**src/rtl/unlock_pkg.sv**
```systemverilog
package unlock_pkg;
  localparam int KEY_W = 64;
  localparam logic [KEY_W-1:0] UNLOCK_KEY = 64'h5CA3_3AC5_5CA3_3AC5;

  typedef enum logic { ST_IDLE, ST_XFER } ctrlState_t;

  typedef struct packed {
    logic load;     // take snapshot of clock image
    logic shiftRd;  // rotate out one bit
    logic shiftWr;  // shift in one written bit
  } dpCtl_t;
endpackage

```
**src/rtl/unlock_ctrl.sv**
```systemverilog
module unlock_ctrl
  import unlock_pkg::*;
#(
  parameter int IMG_W = 64
) (
  input  logic   clk,
  input  logic   rstN,
  input  logic   cycValid,
  input  logic   cycWrite,
  input  logic   dqIn,
  input  logic   xferRstN,
  input  logic   rstIgnore,
  output logic   memInhibit,
  output logic   commitStrobe,
  output dpCtl_t dpCtl
);
  localparam int PTR_W = $clog2(KEY_W);
  localparam int CNT_W = $clog2(IMG_W);
  localparam logic [PTR_W-1:0] PTR_LAST = PTR_W'(KEY_W - 1);
  localparam logic [CNT_W-1:0] CNT_LAST = CNT_W'(IMG_W - 1);

  ctrlState_t state;
  logic [PTR_W-1:0] ptr;
  logic blocked;
  logic [CNT_W-1:0] cnt;
  logic allWr;
  logic commitQ;

  logic isIdle, isXfer, rdCyc, wrCyc, keyHit, abort;

  always_comb begin
    isIdle = (state == ST_IDLE);
    isXfer = (state == ST_XFER);
    rdCyc  = cycValid && !cycWrite;
    wrCyc  = cycValid && cycWrite;
    keyHit = (dqIn == UNLOCK_KEY[ptr]);
    abort  = isXfer && !xferRstN && !rstIgnore;
    dpCtl.load    = isIdle && wrCyc && !blocked && keyHit && (ptr == PTR_LAST);
    dpCtl.shiftRd = isXfer && !abort && rdCyc;
    dpCtl.shiftWr = isXfer && !abort && wrCyc;
  end

  always_ff @(posedge clk) begin
    if (!rstN) begin
      state   <= ST_IDLE;
      ptr     <= '0;
      blocked <= 1'b0;
      cnt     <= '0;
      allWr   <= 1'b0;
      commitQ <= 1'b0;
    end else begin
      commitQ <= 1'b0;
      if (isIdle) begin
        if (rdCyc) begin
          ptr     <= '0;
          blocked <= 1'b0;
        end else if (wrCyc && !blocked) begin
          if (!keyHit) begin
            blocked <= 1'b1;
          end else if (ptr == PTR_LAST) begin
            state <= ST_XFER;
            ptr   <= '0;
            cnt   <= '0;
            allWr <= 1'b1;
          end else begin
            ptr <= ptr + 1'b1;
          end
        end
      end else if (abort) begin
        state <= ST_IDLE;
      end else if (cycValid) begin
        cnt   <= cnt + 1'b1;
        allWr <= allWr && cycWrite;
        if (cnt == CNT_LAST) begin
          state   <= ST_IDLE;
          commitQ <= allWr && cycWrite;
        end
      end
    end
  end

  assign memInhibit   = isXfer;
  assign commitStrobe = commitQ;

  AST_READ_REARM: assert property (@(posedge clk) disable iff (!rstN)
    (isIdle && rdCyc) |=> (ptr == '0 && !blocked));
  AST_BLOCK_HOLD: assert property (@(posedge clk) disable iff (!rstN)
    (isIdle && blocked && wrCyc) |=> (blocked && $stable(ptr) && !memInhibit));
  AST_ABORT_CLEAN: assert property (@(posedge clk) disable iff (!rstN)
    abort |=> (!memInhibit && !commitStrobe));
  AST_IDLE_GAP: assert property (@(posedge clk) disable iff (!rstN)
    (!cycValid && xferRstN) |=> ($stable(ptr) && $stable(cnt) && $stable(state)));
endmodule

```
**src/rtl/unlock_datapath.sv**
```systemverilog
module unlock_datapath
  import unlock_pkg::*;
#(
  parameter int IMG_W = 64
) (
  input  logic             clk,
  input  logic             rstN,
  input  dpCtl_t           dpCtl,
  input  logic             dqIn,
  input  logic [IMG_W-1:0] rtcImage,
  output logic             dqOut,
  output logic [IMG_W-1:0] bufImage
);
  logic [IMG_W-1:0] shiftBuf;

  always_ff @(posedge clk) begin
    if (!rstN) begin
      shiftBuf <= '0;
    end else if (dpCtl.load) begin
      shiftBuf <= rtcImage;
    end else if (dpCtl.shiftRd) begin
      shiftBuf <= {shiftBuf[0], shiftBuf[IMG_W-1:1]};
    end else if (dpCtl.shiftWr) begin
      shiftBuf <= {dqIn, shiftBuf[IMG_W-1:1]};
    end
  end

  assign dqOut    = shiftBuf[0];
  assign bufImage = shiftBuf;

  AST_LOAD_SNAPSHOT: assert property (@(posedge clk) disable iff (!rstN)
    dpCtl.load |=> (shiftBuf == $past(rtcImage)));
  AST_WRITE_CAPTURE: assert property (@(posedge clk) disable iff (!rstN)
    dpCtl.shiftWr |=> (shiftBuf[IMG_W-1] == $past(dqIn)));
endmodule

```
**src/rtl/serial_unlock_ctrl.sv**
```systemverilog
module serial_unlock_ctrl
  import unlock_pkg::*;
#(
  parameter int IMG_W       = 64,
  parameter int RST_DIS_BIT = 36
) (
  input  logic             clk,
  input  logic             rstN,
  input  logic             cycValid,
  input  logic             cycWrite,
  input  logic             dqIn,
  input  logic             xferRstN,
  input  logic [IMG_W-1:0] rtcImage,
  output logic             memInhibit,
  output logic             dqOut,
  output logic             commitStrobe,
  output logic [IMG_W-1:0] commitImage
);
  dpCtl_t dpCtl;
  logic rstIgnore;

  assign rstIgnore = rtcImage[RST_DIS_BIT];

  unlock_ctrl #(.IMG_W(IMG_W)) ctrl_i (
    .clk(clk), .rstN(rstN), .cycValid(cycValid), .cycWrite(cycWrite),
    .dqIn(dqIn), .xferRstN(xferRstN), .rstIgnore(rstIgnore),
    .memInhibit(memInhibit), .commitStrobe(commitStrobe), .dpCtl(dpCtl)
  );

  unlock_datapath #(.IMG_W(IMG_W)) dp_i (
    .clk(clk), .rstN(rstN), .dpCtl(dpCtl), .dqIn(dqIn),
    .rtcImage(rtcImage), .dqOut(dqOut), .bufImage(commitImage)
  );
endmodule

```
**config.mk**
```make
export PLATFORM = sky130hd
export DESIGN_NAME = serial_unlock_ctrl
export DESIGN_NICKNAME = d
export VERILOG_FILES = /design/src/rtl/unlock_pkg.sv /design/src/rtl/unlock_ctrl.sv /design/src/rtl/unlock_datapath.sv /design/src/rtl/serial_unlock_ctrl.sv
export SDC_FILE = /design/constraint.sdc
export NUM_CORES = 1
export LEC_CHECK = 0
export BUFFER_PORTS_ARGS = -buffer_cell sky130_fd_sc_hd__buf_2
export CAP_MARGIN = 20
export CORE_ASPECT_RATIO = 1.1
export CORE_MARGIN = 5
export CORE_UTILIZATION = 32
export DETAILED_ROUTE_END_ITERATION = 10
export MAX_ROUTING_LAYER = met4
export PLACE_DENSITY = 0.64
export SYNTH_ARGS = -nofsm -noshare
export SYNTH_HDL_FRONTEND = slang
export SYNTH_SLANG_ARGS = --single-unit
```
**constraint.sdc**
```tcl
create_clock -name clk -period 3.2 [get_ports clk]
set_input_delay 0.32 -clock clk [delete_from_list [all_inputs] [get_ports clk]]
set_output_delay 0.32 -clock clk [all_outputs]
set_load 0.01 [all_outputs]
```
# [After elaboration in Yosys (flattened, before gate mapping)]
# Memory sizes are Yosys's and may differ from the RTL's. A register that Yosys moved wholly into a read port is not among the register bits.
# Index checks and enable logic that the tools add are counted.
# Widths: inputs -> output; s select.
[word_totals] register_bits=80 rom_bits=64 inputBits=70 output_inout_bits=67 elab_cells=85 memories=1
[mem_list] memory="(no name shown)" depth=64 width=1 read_ports=1 rd_clocked_by_memory_dff=1 write_ports=0 line_no="unlock_ctrl.sv:36" source="keyHit = (dqIn == UNLOCK_KEY[ptr]);"
[op_classes] add_sub_neg=2 n_lt_le_gt_ge=1 eq_ne=7 muxes=35 n_bitwise=4 reduce_logical=28
[ops] cell="$mux 64" count=3
[ops] cell="$mux 6" count=13
[ops] cell="$mux 1" count=19
[ops] cell="$logic_and 1x1->1" count=13
[ops] cell="$add 6x1->6 const B" count=2
[ops] cell="$eq 6x6->1 const B" count=2
[ops] cell="$reduce_bool 2->1" count=5
[ops] cell="$lt 6x7->1 const B" count=1
[ops] cell="$reduce_and 3->1" count=2
[ops] cell="$reduce_and 6->1" count=1
[ops] cell="$logic_not 1->1" count=5
[ops] cell="$reduce_or 5->1" count=1
[ops] cell="$ne 2x1->1 const B" count=2
[ops] cell="$ne 2x2->1 const B" count=2
[ops] cell="$not 1->1" count=4
[ops] cell="$reduce_bool 3->1" count=1
[ops] cell="$eq 1x1->1" count=1

# [Depth between registers and ports, before layout]
[logic_depth] depth_word=9 depth_mapped=9 mapped_depth_nobuf=7

# [Modules after synthesis]
# From an unflattened synthesis, not the netlist that was laid out.
[hier_totals] hier_cells=391 hier_area_um2=3856.2
[modules_own_cells] mod="unlock_datapath" instances=1 cells_per_inst=288 area_per_inst_um2=2971.6 seq_area_each_um2=1281.2
[modules_own_cells] mod="unlock_ctrl" instances=1 cells_per_inst=103 area_per_inst_um2=884.6 seq_area_each_um2=340.3

# [Worst setup path before layout]
# Ideal clock, no wire load.
[synth_timing] path_kind="register -> register" start="register ctrl_i.ptr[1]" end="register (tool-made name)" setup_time_ps=72 arrival_time_ps=1834 t_required_ps=3128 setup_slack_ps=1294 path_stages_with_launch=8 n_path_buf=0 period_less_slack_ps=1906 cell_sequence="dfxtp_1 > ha_1 > nand3_1 > or2_2 > a32oi_2 > mux2_1 > mux2i_1 > xnor2_1"
[synth_lines] element="from (decl)" line_no="unlock_ctrl.sv:23" source="logic [PTR_W-1:0] ptr;"
[synth_lines] element="from (signal assigned)" line_no="unlock_ctrl.sv:66" source="ptr <= ptr + 1'b1;"

==> impl_results.md <==
* Outcome: complete, no violations
* Die height at 121 um
* Placed cells at 685
* Largest net degree at the start of global routing at 48
* Most common cell after layout, fill and taps aside: buf_2
* First-pass GRT wire length at 17.4 mm
* Clk root buf: clkbuf_16
* Layout Nets at 621
* Commonest cells after routing, fill and taps aside: buf_2, nand2_1, dfxtp_1
* Area contributors post-synth: dfxtp_1, nand2_1, a311oi_1
* Final Core Density at 42.6%
* DP Wirelength at 7.24 mm
* Area grow syn2layout at 30.2%
* Drt initial violations at 189
* Tot Pwr at 2.14 mW
* Area share of the largest cell type after synthesis at 45.4%
* Crit path kind: register to register
* First-pass iteration count of the detailed router at 5
* Worst Tran Pin Value at 0.738 ns
* Crit end category: register
* Mapped Nets at 504
* FMAX at 483 MHz
* Post-CTS Hold Buffers at 0
* Seq cells post-synth at 81
* Setup TNS at 0 ns
* Worst-path clk slew at 0.06 ns
* Headroom to the max-slew limit at 50.7%
* Ant. Diodes at 0
* Most area-hungry cell type in the Yosys netlist: dfxtp_1
* CTS max path bufs at 2
* GPL Wtd Cong at 0.788
* Layout cells sized above 1 at 31.0%
* Seq/Total Area, Yosys at 45.4%
* Hold crit path type: input port to register
* Via-to-Cell Ratio at 5.13
* Setup bufs post-CTS at 0
* Via count at 3599
* Post-CTS sizing at 0
* Initial Util at 32.7%
* Clk_skew at 0.00646 ns
* Final wirelength at 10.8 mm
* TritonCTS Buffers at 9
* Final setup vio count at 0
* I/O pins at 137
* Final hold violation count at 0
* Final antenna-violating net count at 0
* Overflow after GRT at 0
* P_leak at 1.86 nW
* Routed wire per std cell at 15.4 um
* Vias in the first global route at 3536
* Synth cell types at 45
* Max-cap viol count at 0
* Critical path peak fanout at 4
* H-tree Lvls at 3
* Worst Path Arrival at 2.33 ns
* Drc violations at 0
* Maximum VDD drop at 0.000193 V
* Buffers on Ports at 136
* Worst setup SP type: register
* Min cycle time layout at 2.07 ns
* GRT Util Overall at 16.2%
* Initial antenna violation count at 0
* RSZ-0062 raised after global routing: false
* Power density cells at 460 nW/um2
* Die ar. at 13400 um2
* Mapped Cells at 432
* Post-Syn Area at 3570 um2
* Critical path required time at 3.46 ns
* Die Span X at 111 um
* Skew-Pair Late Insertion Delay at 0.33 ns
* Post-Layout Cell Count at 701
* Fin crit share at 64.7%
* Core area at 10900 um2
* Cell row count at 40
* Clock sink count at 81
* CTS tree: yes
* Post-Syn Area per Cell at 8.26 um2
* Synth warn at 0
* Max Transition Viols Final at 0
[synthesized netlist by cell type (all sizes together)]
library cell / number
nand2: 102
nand2b: 2
a31oi: 2
o311ai: 1
clkbuf: 22
nor2: 43
o21a: 2
and3: 1
inv: 4
nor4: 2
ha: 2
nand3b: 2
a311oi: 30
nor3b: 2
and4: 1
o21ai: 6
xor2: 1
a22oi: 33
nand3: 5
nand4: 2
and4bb: 1
nand4bb: 2
mux2: 1
mux2i: 3
a21oi: 45
o211ai: 1
xnor2: 2
nor2b: 1
o22ai: 2
a32oi: 1
a211oi: 1
a21o: 3
or2: 2
and2: 1
or4: 1
buf: 15
nor3: 4
dfxtp: 81
[registers in the layout, indices dropped and copies added, names as in the netlist, named ones only]
name                 count
ctrl_i.cnt               6
ctrl_i.allWr             1
ctrl_i.memInhibit        1
dp_i.bufImage           64
ctrl_i.ptr               6
ctrl_i.blocked           1
ctrl_i.commitStrobe      1
[layer usage]
layer	GRT usage, %	share of wire [%]	vias to the layer above
li1	-	-	1773
met1	19.5	45	1696
met2	26.9	48	123
met3	3.80	6.0	7
met4	5.54	0.75	0
met5	-	0	-
[final cells by class]
| cell class | instances | area [um2] |
|---|---|---|
| clock buffers | 11 | 243 |
| clock inverters | 5 | 55.1 |
| fillers | 1124 | 6260 |
| inverters | 4 | 15.0 |
| multi-input cells | 310 | 1780 |
| flip-flops and latches | 81 | 1620 |
| well taps | 147 | 184 |
| repair buffers | 143 | 746 |
[worst max-delay path, cell delays in order (launching register included)]
cell and delay (ns):
dfxtp_1 0.37, ha_1 0.21, nand3_1 0.14, or2_2 0.35, a32oi_2 0.29, mux2_1 0.35, mux2i_1 0.17, xnor2_1 0.13
[per-stage QoR]
step                instance area, um2  hold slack, ns  setup slack, ns
global placement                  4350           0.435             1.20
detailed placement                4350           0.435             1.17
floorplan                         3570           0.421             1.29
global route                      4650           0.236            0.984
finish                            4650           0.238             1.13
CTS                               4650           0.222             1.13
[final timing paths]
| path | start | end | slack, ns | depth (start not counted) |
|---|---|---|---|---|
| hold / removal | rtcImage[63] | dp_i.bufImage[63] | 0.24 | 3 |
| setup reg to reg | ctrl_i.ptr[0] | register | 1.13 | 7 |
| hold reg to reg | ctrl_i.allWr | ctrl_i.commitStrobe | 0.44 | 2 |
| setup / recovery | ctrl_i.ptr[0] | register | 1.13 | 7 |
[kinds of logic after synthesis]
family	Yosys count	share of synthesized area, %
multiplexers	4	1.16
buffers and inverters	41	4.94
AND/OR/NAND/NOR	174	21.8
adder cells (fa/ha/maj)	2	0.701
flip-flops	81	45.4
XOR/XNOR	3	0.947
AO/OA/AOI/OAI	127	25.0
[power breakdown]
part	switching (mW)	leakage (nW)	internal (mW)
logic	0.0511	1.07	0.0421
clock network	0.406	0.142	0.623
registers	0.00348	0.652	1.01
Power figures use the tool's default switching activity.
